File: config.mk
export PLATFORM = sky130hd
export DESIGN_NAME = booth_mac
export DESIGN_NICKNAME = d
export VERILOG_FILES = /design/src/rtl/booth_mac_pkg.sv /design/src/rtl/booth_recoder.sv /design/src/rtl/booth_csa_tree.sv /design/src/rtl/booth_cla.sv /design/src/rtl/booth_mac.sv
export SDC_FILE = /design/constraint.sdc
export NUM_CORES = 1
export LEC_CHECK = 0
export BUFFER_PORTS_ARGS = -buffer_cell sky130_fd_sc_hd__buf_4
export CAP_MARGIN = 20
export CELL_PAD_IN_SITES_DETAIL_PLACEMENT = 1
export CELL_PAD_IN_SITES_GLOBAL_PLACEMENT = 2
export CORE_MARGIN = 1.5
export CORE_UTILIZATION = 36
export CTS_CLUSTER_SIZE = 24
export DETAILED_ROUTE_END_ITERATION = 8
export GPL_TIMING_DRIVEN = 0
export PLACE_DENSITY = 0.83
export SETUP_SLACK_MARGIN = 0.15
export SKIP_CTS_REPAIR_TIMING = 1
export SYNTH_ARGS = -nofsm -noshare
export SYNTH_HDL_FRONTEND = slang
export SYNTH_SLANG_ARGS = --single-unit
export TNS_END_PERCENT = 20
File: constraint.sdc
create_clock -name clk -period 7.3 [get_ports clk]
set_input_delay 1.46 -clock clk [delete_from_list [all_inputs] [get_ports clk]]
set_output_delay 1.46 -clock clk [all_outputs]
set_load 0.01 [all_outputs]
File: src/rtl/booth_mac_pkg.sv
package booth_mac_pkg;

  // Sum of the hidden sign weights of every Booth row, negated modulo 2^64.
  // Row i places its inverted sign at weight 2^(w + 2i); this constant cancels them.
  function automatic longint unsigned sign_comp(input int w, input int rows);
    longint unsigned total;
    total = 0;
    for (int i = 0; i < rows; i++) begin
      total = total + (longint'(1) << (w + 2 * i));
    end
    return (~total) + 1;
  endfunction

endpackage

File: src/rtl/booth_recoder.sv
module booth_recoder #(
  parameter int W    = 8,
  parameter int ROWS = W / 2
) (
  input  logic [W-1:0]           mcand,
  input  logic [W-1:0]           mplier,
  output logic [ROWS-1:0][W:0]   pp,
  output logic [ROWS-1:0]        neg
);

  // multiplier with an implicit zero below bit 0
  logic [W:0] ext;
  assign ext = {mplier, 1'b0};

  for (genvar i = 0; i < ROWS; i++) begin : g_row
    logic b_hi, b_mid, b_lo;
    logic sel_one, sel_two;
    logic [W:0] raw;

    assign b_lo  = ext[2*i];
    assign b_mid = ext[2*i+1];
    assign b_hi  = ext[2*i+2];

    assign sel_one = b_mid ^ b_lo;
    assign sel_two = (b_hi & ~b_mid & ~b_lo) | (~b_hi & b_mid & b_lo);

    always_comb begin
      if (sel_one)      raw = {mcand[W-1], mcand};
      else if (sel_two) raw = {mcand, 1'b0};
      else              raw = '0;
    end

    assign pp[i]  = raw ^ {(W+1){b_hi}};
    assign neg[i] = b_hi;


    always_comb begin
      digit_sel_chk: assert ($onehot0({sel_one, sel_two}))
        else $error("booth digit selects both M and 2M");
    end
  end

endmodule

File: src/rtl/booth_csa_tree.sv
module booth_csa_tree #(
  parameter int W     = 16,
  parameter int NTERM = 6
) (
  input  logic [NTERM-1:0][W-1:0] terms,
  output logic [W-1:0]            sum_vec,
  output logic [W-1:0]            carry_vec
);

  localparam int NSTAGE = NTERM - 2;

  logic [NSTAGE:0][W-1:0] s_ch;
  logic [NSTAGE:0][W-1:0] c_ch;

  assign s_ch[0] = terms[0];
  assign c_ch[0] = terms[1];

  for (genvar k = 0; k < NSTAGE; k++) begin : g_csa
    logic [W-1:0] x, y, z, maj;
    assign x   = s_ch[k];
    assign y   = c_ch[k];
    assign z   = terms[k+2];
    assign maj = (x & y) | (x & z) | (y & z);
    assign s_ch[k+1] = x ^ y ^ z;
    assign c_ch[k+1] = {maj[W-2:0], 1'b0};
  end

  assign sum_vec   = s_ch[NSTAGE];
  assign carry_vec = c_ch[NSTAGE];

endmodule

File: src/rtl/booth_cla.sv
module booth_cla #(
  parameter int W = 16,
  parameter int G = 4
) (
  input  logic [W-1:0] a,
  input  logic [W-1:0] b,
  output logic [W-1:0] sum
);

  localparam int NG = W / G;

  logic [W-1:0] gen, prp;
  logic [NG:0]  gc;

  assign gen   = a & b;
  assign prp   = a ^ b;
  assign gc[0] = 1'b0;

  for (genvar grp = 0; grp < NG; grp++) begin : g_grp
    localparam int BASE = grp * G;
    logic [G:0] cl;

    // each carry expanded in lookahead form from the group carry-in
    always_comb begin
      logic run_v;
      logic acc_v;
      for (int k = 0; k <= G; k++) begin
        acc_v = 1'b0;
        run_v = 1'b1;
        for (int j = k - 1; j >= 0; j--) begin
          acc_v = acc_v | (run_v & gen[BASE + j]);
          run_v = run_v & prp[BASE + j];
        end
        cl[k] = acc_v | (run_v & gc[grp]);
      end
    end

    assign sum[BASE +: G] = prp[BASE +: G] ^ cl[G-1:0];
    assign gc[grp+1]      = cl[G];
  end


  always_comb begin
    cla_sum_chk: assert (sum == W'(a + b))
      else $error("lookahead sum disagrees with a+b");
  end

endmodule

File: src/rtl/booth_mac.sv
module booth_mac #(
  parameter int W = 8
) (
  input  logic             clk,
  input  logic             rst,
  input  logic             in_valid,
  input  logic [W-1:0]     mcand,
  input  logic [W-1:0]     mplier,
  output logic [2*W-1:0]   acc_out
);
  import booth_mac_pkg::*;

  localparam int ROWS  = W / 2;
  localparam int ACCW  = 2 * W;
  localparam int NTERM = ROWS + 2;
  localparam longint unsigned COMP_FULL = sign_comp(W, ROWS);
  localparam logic [ACCW-1:0] COMP = COMP_FULL[ACCW-1:0];

  logic [W-1:0]    a_q, b_q;
  logic            vld_q;
  logic [ACCW-1:0] acc_q;

  // stage 1: operand capture
  always_ff @(posedge clk) begin
    if (rst) begin
      a_q   <= '0;
      b_q   <= '0;
      vld_q <= 1'b0;
    end else begin
      vld_q <= in_valid;
      if (in_valid) begin
        a_q <= mcand;
        b_q <= mplier;
      end
    end
  end

  // Booth rows from the registered operands (no extra register on sign fixes)
  logic [ROWS-1:0][W:0] pp;
  logic [ROWS-1:0]      neg;

  booth_recoder #(.W(W), .ROWS(ROWS)) u_rec (
    .mcand (a_q),
    .mplier(b_q),
    .pp    (pp),
    .neg   (neg)
  );

  logic [NTERM-1:0][ACCW-1:0] terms;
  logic [ACCW-1:0]            fix_term;

  always_comb begin
    fix_term = COMP;
    for (int i = 0; i < ROWS; i++) begin
      fix_term[2*i] = neg[i];
    end
  end

  for (genvar i = 0; i < ROWS; i++) begin : g_place
    logic [ACCW-1:0] row_w;
    assign row_w    = ACCW'({~pp[i][W], pp[i][W-1:0]});
    assign terms[i] = row_w << (2 * i);
  end

  assign terms[ROWS]   = fix_term;
  assign terms[ROWS+1] = acc_q;

  logic [ACCW-1:0] sv, cv, next_acc;

  booth_csa_tree #(.W(ACCW), .NTERM(NTERM)) u_tree (
    .terms    (terms),
    .sum_vec  (sv),
    .carry_vec(cv)
  );

  booth_cla #(.W(ACCW), .G(4)) u_cla (
    .a  (sv),
    .b  (cv),
    .sum(next_acc)
  );

  // stage 2: accumulate
  always_ff @(posedge clk) begin
    if (rst)        acc_q <= '0;
    else if (vld_q) acc_q <= next_acc;
  end

  assign acc_out = acc_q;

  // behavioural product used only by the checks below
  logic [ACCW-1:0] ref_sum;
  assign ref_sum = acc_q + ACCW'($signed(ACCW'($signed(a_q))) * $signed(ACCW'($signed(b_q))));


  rst_clear_chk: assert property (@(posedge clk) rst |=> (acc_q == '0) && !vld_q)
    else $error("reset did not clear state");


  capture_chk: assert property (@(posedge clk) disable iff (rst)
    in_valid |=> vld_q && (a_q == $past(mcand)) && (b_q == $past(mplier)))
    else $error("operands not captured");


  acc_hold_chk: assert property (@(posedge clk) disable iff (rst)
    !vld_q |=> $stable(acc_q))
    else $error("accumulator moved without valid operands");


  product_sum_chk: assert property (@(posedge clk) disable iff (rst)
    vld_q |=> acc_q == $past(ref_sum))
    else $error("carry-save result differs from signed product sum");

endmodule

==> results.txt, run 1 <==
Clock period minus worst slack: 6.16 ns
ANT cells: 0
Vias in the first global route: 3684
Fin util: 41.8%
Pre-antenna DRT Iters: 4
Post-synthesis cell type count: 48
Compound-cell area share of the yosys netlist: 18.1%
Critical Path RT: 7.51 ns
Register area share after synthesis: 17.4%
Syn nets: 559
Maximum clock frequency: 162 MHz
Fin. Hold Viols: 0
Slew Limit Fails: 0
Pwr Density: 252 nW/um^2
Synth Flop Type: dfxtp_1
Core ar.: 10300 um^2
Main area contributors after synthesis: dfxtp_1 (17%), fa_1 (15%), ha_1 (11%), mux2i_1 (6.6%), a21oi_1 (4.8%)
Total Wirelength: 11400 um
Initial Utilization: 36.9%
Worst-Skew Late Latency: 0.30 ns
WL/cell: 17.4 um
Final setup viols: 0
Die area: 11200 um^2
Post-Synth Simple-Gate Area: 16.2%
Hold Crit Class: register to register
Worst r2r path cells: 19
Ports: 35
Cell taking the most area after synthesis: dfxtp_1
Largest family of logic cells by synthesized area: adder cells
Xor and xnor area share after synthesis: 4.16%
YS warnings: 0
First-pass GRT wire length: 19000 um
Post-synthesis mux area share: 6.90%
Hold Path Depth: 2
Clock slew at reported path FFs: 0.08 ns
Drt via density: 5.44
Crit path max fanout: 10
Antenna viol nets, final: 0
Vias: 3555
Max-Slew Margin vs Limit: 53.8%
MaxCap Viol Count: 0
CTS Buf Count: 5
Nature of the critical path startpoint: register
GRT Overall Usage: 22.0%
GPL Wtd Cong: 0.882
Share of cells above drive strength 1: 9.09%
Die W: 106 um
WS Path Type: register to register
Total Nets Final: 599
Cells after Synth: 477
H-tree depth: 2
Unrepaired setup endpoints after global routing: no
CTS tree: built
Initial DRC Count: 128
Filler cells: 1321
Critical path data arrival time: 6.37 ns
Row count: 37
Status: finished, final reports clean
PortBufs: 33
Asr flop ratio synth: 0%
Final worst-path cycle share: 84.3%
Adder-Cell Fraction of Synth Area: 28.9%
Setup TNS: 0 ns
DPL Wire Length: 8940 um
Average cell area after synthesis: 7.95 um^2
Initial antenna violation count: 0
Die height: 106 um
Clk buf depth: 2
Largest net degree at the start of global routing: 11
Post-synth EDFFs: 0
Number of synthesized register bits: 33
Worst Skew: 0.00715 ns
Drt drc: 0
Mapped cell area: 3790 um^2
LEAKAGE: 1.85 nW
Top cell type's share of synthesized area: 17.4%
Sink Count: 33
Area Overhead vs Synth: 13.3%
Worst Setup End Kind: register
VDD IR-drop max: 0.144 mV
Clock root buffer: clkbuf_8
Worst-Margin Slew: 0.693 ns
Grt total ovfl: 0
[worst max-delay path: stages, from the launching register on]
cell and delay [ns]:
dfxtp_1 0.42, clkbuf_1 0.41, buf_1 0.49, nand2_1 0.15, o211ai_1 0.18, o21ai_0 0.10
o21ai_0 0.22, fa_1 0.50, fa_1 0.49, inv_1 0.05, fa_1 0.49, fa_1 0.41
ha_1 0.33, and2_4 0.16, a221o_1 0.36, a31oi_1 0.33, nand2_1 0.15, fa_1 0.45
xnor2_1 0.13, a211oi_1 0.25
[layout make-up]
type                       instances  area [um^2]  share of cell area (%)
clock buffer                       7         86.3                    2.01
tap                              136          170                    3.96
multi-input combinational        361         2820                    65.6
inverter                          44          165                    3.85
buffer                            39          149                    3.47
timing repair buffer              33          248                    5.77
sequential                        33          661                    15.4
[layer usage]
layer | global-route usage (%) | share of wire, % | wire, um | vias to the layer above
met1 | 28.7 | 46 | 5270 | 1763
li1 | - | - | - | 1712
met4 | 7.34 | 1.2 | 133 | 0
met5 | 0 | 0 | 0 | -
met3 | 2.29 | 3.4 | 392 | 10
met2 | 38.0 | 49 | 5600 | 70
[power by group]
part	internal [mW]	switching [mW]	total, mW	leakage [nW]
logic	0.308	0.381	0.689	1.53
registers	0.209	0.0305	0.239	0.272
clock network	0.0751	0.0787	0.154	0.0443
total	0.592	0.490	1.08	1.85
[per-stage QoR]
stage / total power [mW] / cell area [um^2] / instances / hold slack [ns] / worst slack [ns]
after detailed placement: 0.935 / 4210 / 646 / 0.498 / 1.18
after CTS: 1.10 / 4290 / 653 / 0.512 / 1.13
after global routing: 1.20 / 4290 / 653 / 0.533 / 0.816
after global placement: 0.906 / 4210 / 646 / 0.490 / 1.30
after floorplan: 0.748 / 3790 / 477 / 0.514 / 2.11
final: 1.08 / 4290 / 653 / 0.509 / 1.14
[final timing paths]
| check | slack (ns) | startpoint | endpoint |
|---|---|---|---|
| hold / removal | 0.51 | acc_out[15] | acc_out[15] |
| hold reg to reg | 0.51 | acc_out[15] | acc_out[15] |
| setup / recovery | 1.14 | b_q[5] | acc_out[13] |
| setup reg to reg | 1.14 | b_q[5] | acc_out[13] |
[logic make-up (layout without fill, tap and decap cells)]
| kind of cell | Yosys count | count (layout) |
|---|---|---|
| flip-flops | 33 | 33 |
| adder cells (fa/ha/maj) | 72 | 72 |
| XOR/XNOR | 18 | 18 |
| AO/OA/AOI/OAI | 112 | 112 |
| buffers and inverters | 83 | 123 |
| AND/OR/NAND/NOR | 133 | 133 |
| multiplexers | 26 | 26 |
[placed cells by master, fill, tap and decap left out, types with 2 or more instances in the layout]
master	instances
nand3_1	16
buf_2	2
xnor2_1	10
buf_1	5
o211ai_1	2
a21oi_1	36
a22oi_1	7
mux2i_1	25
nor2_1	48
a211oi_1	5
nor3b_1	3
a221oi_1	6
a31oi_1	3
and2_1	4
clkbuf_8	6
inv_1	44
maj3_1	9
fa_1	29
buf_4	33
nand2_1	39
o22ai_1	10
nor2b_1	6
ha_1	34
nand4_1	3
a21o_1	4
o221ai_1	2
clkbuf_1	33
xor2_1	8
o21ai_0	28
dfxtp_1	33
nand2b_1	5
[flip-flops by register name (all words and copies together), names as in the netlist]
signal,count
a_q,8
b_q,8
acc_out,16
vld_q,1
[cell usage after synthesis (8+ instances only)]
library cell   n
xor2_1         8
mux2i_1       25
maj3_1         9
ha_1          34
dfxtp_1       33
inv_1         44
nor2_1        48
nand3_1       16
nand2_1       39
o21ai_0       28
clkbuf_1      32
fa_1          29
xnor2_1       10
a21oi_1       36
o22ai_1       10
Power figures use the tool's default switching activity.
==> run 2: changes to the inputs <==
Clock period 7.3 ns to 6 ns, I/O delays scaled along.
==> run 2 against run 1 <==
Critical path depth unchanged. Hold slack hardly changed. Wire length shrank 0.12%. Register-to-register slack worse by 0.70 ns. Die area unchanged. Utilization up 0.27 points. Sequential power is 22% higher. Largest cell class unchanged. Highest routed layer unchanged.
==> results.txt, run 2 (synthesized netlist as in run 1, its figures left out) <==
Worst-Margin Slew: 0.703 ns (+0.0103 ns)
Initial Utilization: 36.9% (unchanged)
Hold Crit Class: register to register
GPL Wtd Cong: 0.882 (unchanged)
Pwr Total: 1.33 mW (+23%)
Row count: 37 (unchanged)
MaxCap Viol Count: 0 (unchanged)
Most common cell after layout, fill and taps aside: nor2_1
First-pass GRT wire length: 19000 um (unchanged)
Antenna viol nets, final: 0 (unchanged)
Largest net degree at the start of global routing: 11 (unchanged)
Initial DRC Count: 143 (+12%)
Worst Skew: 0.00788 ns (+0.000730 ns)
Nature of the critical path startpoint: register
Vias in the first global route: 3684 (unchanged)
Initial antenna violation count: 0 (unchanged)
WS Path Type: register to register
Final setup viols: 0 (unchanged)
Clock period minus worst slack: 5.55 ns (-0.603 ns)
Status: finished, final reports clean
Pwr Density: 308 nW/um^2 (+22%)
Non-filler instance count after layout: 653 (unchanged)
Total Nets Final: 599 (unchanged)
Slew Limit Fails: 0 (unchanged)
Setup TNS: 0 ns (unchanged)
Drt via density: 5.38 (-1.1%)
Crit path max fanout: 10 (unchanged)
Total Wirelength: 11400 um (-0.12%)
Die height: 106 um (unchanged)
Area Overhead vs Synth: 14.0%
DPL Wire Length: 8940 um (unchanged)
Grt total ovfl: 0 (unchanged)
Core ar.: 10300 um^2 (unchanged)
Die area: 11200 um^2 (unchanged)
Ports: 35 (unchanged)
Max reg flops: 16 (unchanged)
H-tree depth: 2 (unchanged)
Drt drc: 0 (unchanged)
Critical Path RT: 6.22 ns (-1.29 ns)
Worst Setup End Kind: register
Clock root buffer: clkbuf_8
CTS tree: built
Worst-Skew Late Latency: 0.31 ns (about the same)
Die W: 106 um (unchanged)
VDD IR-drop max: 0.174 mV (+21%)
LEAKAGE: 1.89 nW (+2.4%)
WL/cell: 17.4 um (-0.12%)
Unrepaired setup endpoints after global routing: no
Pre-antenna DRT Iters: 4 (unchanged)
Final worst-path cycle share: 92.5% (+8.2 points)
Clock slew at reported path FFs: 0.07 ns (about the same)
CTS Buf Count: 5 (unchanged)
Max-Slew Margin vs Limit: 53.1% (-0.69 points)
Vias: 3516 (-1.1%)
GRT Overall Usage: 22.0% (unchanged)
Fin. Hold Viols: 0 (unchanged)
DP Cell Count: 646 (unchanged)
Fin util: 42.1% (+0.27 points)
Share of cells above drive strength 1: 11.8% (+2.7 points)
Maximum clock frequency: 180 MHz (+11%)
ANT cells: 0 (unchanged)
Sink Count: 33 (unchanged)
Clk buf depth: 2 (unchanged)
Commonest cells after routing, fill and taps aside: nor2_1 (48), inv_1 (44), nand2_1 (39), a21oi_1 (36), ha_1 (34)
Critical path data arrival time: 5.77 ns (-0.60 ns)
PortBufs: 33 (unchanged)
==> run 2: cell types whose count changed in the layout (fill, tap and decap cells not counted), sizes merged <==
cell,delta
clkbuf,+3
buf,-3
==> run 2: worst paths after layout <==
check             cells after the start  slack [ns]           to         from
setup / recovery                     19        0.45  acc_out[13]       b_q[5]
hold / removal                        2        0.51  acc_out[15]  acc_out[15]
setup reg to reg                     19        0.45  acc_out[13]       b_q[5]
hold reg to reg                       2        0.51  acc_out[15]  acc_out[15]
==> run 2: power breakdown <==
part | switching [mW] | total (mW) | internal (mW) | leakage (nW)
combinational | 0.470 | 0.851 | 0.381 | 1.57
sequential | 0.0369 | 0.291 | 0.254 | 0.272
clock | 0.0981 | 0.189 | 0.0913 | 0.0443
total | 0.605 | 1.33 | 0.726 | 1.89
==> run 2: layout make-up <==
type | count | area, um^2
inverter | 44 | 165
clock buffer | 7 | 86.3
timing repair buffer | 33 | 248
sequential | 33 | 661
buffer | 39 | 170
fill | 1319 | 5960
tap | 136 | 170
multi-input combinational | 361 | 2820
==> run 2: through the flow <==
step	setup slack (ns)	instance area (um^2)	hold WS (ns)
2_1_floorplan	0.811	3790	0.514
3_3_place_gp	-0.000530	4210	0.490
3_5_place_dp	-0.119	4210	0.498
4_1_cts	-0.175	4290	0.512
5_1_grt	0.162	4320	0.533
6_report	0.448	4320	0.509
==> run 2: layer usage <==
layer / GRT usage [%] / vias to the layer above / share of wire (%)
met5: 0 / - / 0
met4: 7.34 / 0 / 1.8
met3: 2.29 / 12 / 2.8
met2: 38.0 / 49 / 49
met1: 28.7 / 1742 / 47
li1: - / 1713 / -
==> run 2: worst max-delay path, cell delays in order, from the launching register on <==
cell,delay [ns]
dfxtp_1,0.41
clkbuf_4,0.25
clkbuf_4,0.24
nand2_1,0.09
o211ai_1,0.16
o21ai_0,0.11
o21ai_1,0.20
fa_1,0.47
fa_1,0.49
inv_1,0.05
fa_1,0.49
fa_1,0.41
ha_1,0.33
and2_4,0.16
a221o_1,0.37
a31oi_2,0.28
nand2_1,0.13
fa_1,0.45
xnor2_1,0.13
a211oi_1,0.25
==> run 3: changes to the inputs <==
Settings changed: CORE_ASPECT_RATIO set to 1.25, CORE_UTILIZATION 36 to 39, MAX_ROUTING_LAYER set to met4, PLACE_DENSITY 0.83 to 0.89.
Clock period 6 ns to 7.2 ns, I/O delays scaled along.
==> run 3 against run 2 <==
Non-clock buffer count unchanged. Hold slack worse by 0.0047 ns. Final area up 0.38%. Clock skew down 0.0026 ns. Critical endpoint unchanged. Clock-buffer cell count did not move.
==> results.txt, run 3 (synthesized netlist as in run 1, its figures left out) <==
WL/cell: 17.9 um (+3.0%)
Worst-Margin Slew: 0.704 ns (+0.000549 ns)
Unrepaired setup endpoints after global routing: no
H-tree depth: 2 (unchanged)
Area Overhead vs Synth: 14.5%
Fin. Hold Viols: 0 (unchanged)
Pre-antenna DRT Iters: 4 (unchanged)
Critical Path RT: 7.40 ns (+1.18 ns)
Share of cells above drive strength 1: 9.09% (-2.7 points)
VDD IR-drop max: 0.180 mV (+3.0%)
Drt via density: 5.54 (+2.8%)
Final worst-path cycle share: 84.5% (-8.1 points)
CTS tree: built
Commonest cells after routing, fill and taps aside: nor2_1 (48), inv_1 (44), nand2_1 (39), a21oi_1 (36), ha_1 (34)
Die height: 113 um (+7.2%)
Die W: 91.2 um (-14%)
Clk buf depth: 2 (unchanged)
PortBufs: 33 (unchanged)
Ports: 35 (unchanged)
GRT Overall Usage: 24.7% (+2.7 points)
Clock period minus worst slack: 6.08 ns (+0.531 ns)
Total Wirelength: 11500 um (+1.4%)
Worst-Skew Late Latency: 0.29 ns (-0.02 ns)
CTS Buf Count: 5 (unchanged)
Vias in the first global route: 3801 (+3.2%)
WS Path Type: register to register
Nature of the critical path startpoint: register
Hold Crit Class: register to register
Largest net degree at the start of global routing: 11 (unchanged)
Initial antenna violation count: 0 (unchanged)
Die area: 10300 um^2 (-7.4%)
Maximum clock frequency: 164 MHz (-8.7%)
Critical path data arrival time: 6.28 ns (+0.51 ns)
Initial DRC Count: 118 (-17%)
ANT cells: 0 (unchanged)
LEAKAGE: 1.87 nW (-0.97%)
Max reg flops: 16 (unchanged)
Row count: 40 (+8.1%)
Final setup viols: 0 (unchanged)
GPL Wtd Cong: 0.892 (+1.1%)
Core ar.: 9510 um^2 (-7.5%)
First-pass GRT wire length: 19400 um (+2.5%)
Clock root buffer: clkbuf_16
Fin util: 45.6% (+3.6 points)
Max-Slew Margin vs Limit: 53.1% (about the same)
Worst Setup End Kind: register
Total Nets Final: 599 (unchanged)
Slew Limit Fails: 0 (unchanged)
Grt total ovfl: 0 (unchanged)
Worst Skew: 0.00530 ns (-0.00258 ns)
Drt drc: 0 (unchanged)
Sink Count: 33 (unchanged)
Clock slew at reported path FFs: 0.06 ns (about the same)
DP Cell Count: 636 (-1.5%)
Setup TNS: 0 ns (unchanged)
Initial Utilization: 39.9% (+3.0 points)
Vias: 3560 (+1.3%)
Filler cells: 1197 (-9.2%)
DPL Wire Length: 8980 um (+0.47%)
Crit path max fanout: 10 (unchanged)
Pwr Density: 268 nW/um^2 (-13%)
Antenna viol nets, final: 0 (unchanged)
Non-filler instance count after layout: 643 (-1.5%)
Status: finished, final reports clean
MaxCap Viol Count: 0 (unchanged)
Most common cell after layout, fill and taps aside: nor2_1
[run 3: cell count changes in the layout (fill, tap and decap cells not counted), moves of 2 or more]
cell       before  now
clkbuf_2       11    0
clkbuf_1       23   33
clkbuf_16       0    5
clkbuf_8        6    1
buf_1           2    5
clkbuf_4        2    0
[run 3: stage by stage]
step                      setup WS, ns  total power, mW  area (um^2)  hold slack, ns
after floorplan                   2.01            0.758         3790           0.514
after detailed placement          1.16            0.942         4200           0.501
after global routing             0.802             1.28         4340           0.523
after global placement            1.19            0.919         4200           0.489
after CTS                         1.09             1.18         4340           0.506
final                             1.12             1.16         4340           0.504
[run 3: report_power, final]
part           switching, mW  internal, mW  total (mW)
logic                  0.383         0.313       0.696
registers             0.0303         0.212       0.242
clock network         0.0885         0.136       0.225
total                  0.501         0.661        1.16
[run 3: critical path, stage by stage (launching register included)]
cell,delay [ns]
dfxtp_1,0.36
clkbuf_1,0.48
buf_1,0.47
nand2_1,0.14
o211ai_1,0.17
o21ai_0,0.09
o21ai_0,0.19
fa_1,0.48
fa_1,0.49
inv_1,0.05
fa_1,0.50
fa_1,0.42
ha_1,0.33
and2_4,0.16
a221o_1,0.35
a31oi_1,0.35
nand2_1,0.15
fa_1,0.46
xnor2_1,0.13
a211oi_1,0.21
[run 3: final timing paths]
kind	startpoint	endpoint	slack [ns]	cells after the start
worst min register to register	acc_out[2]	acc_out[2]	0.50	2
worst min-delay path	acc_out[2]	acc_out[2]	0.50	2
worst max register to register	b_q[5]	acc_out[13]	1.12	19
worst max-delay path	b_q[5]	acc_out[13]	1.12	19
[run 3: layout make-up]
type / instances / area (um^2) / area share [%]
clock buffer: 7 / 143 / 3.29
tap: 126 / 158 / 3.63
inverter: 44 / 165 / 3.81
sequential: 33 / 661 / 15.2
timing repair buffer: 33 / 248 / 5.71
multi-input combinational: 361 / 2820 / 64.9
buffer: 39 / 149 / 3.43
[run 3: layer usage]
layer | up-vias | wire length, um | track usage [%]
met4 | 0 | 225 | 7.19
met1 | 1757 | 4990 | 28.4
met2 | 72 | 5950 | 44.0
met3 | 20 | 367 | 3.90
met5 | - | 0 | -
li1 | 1711 | - | -
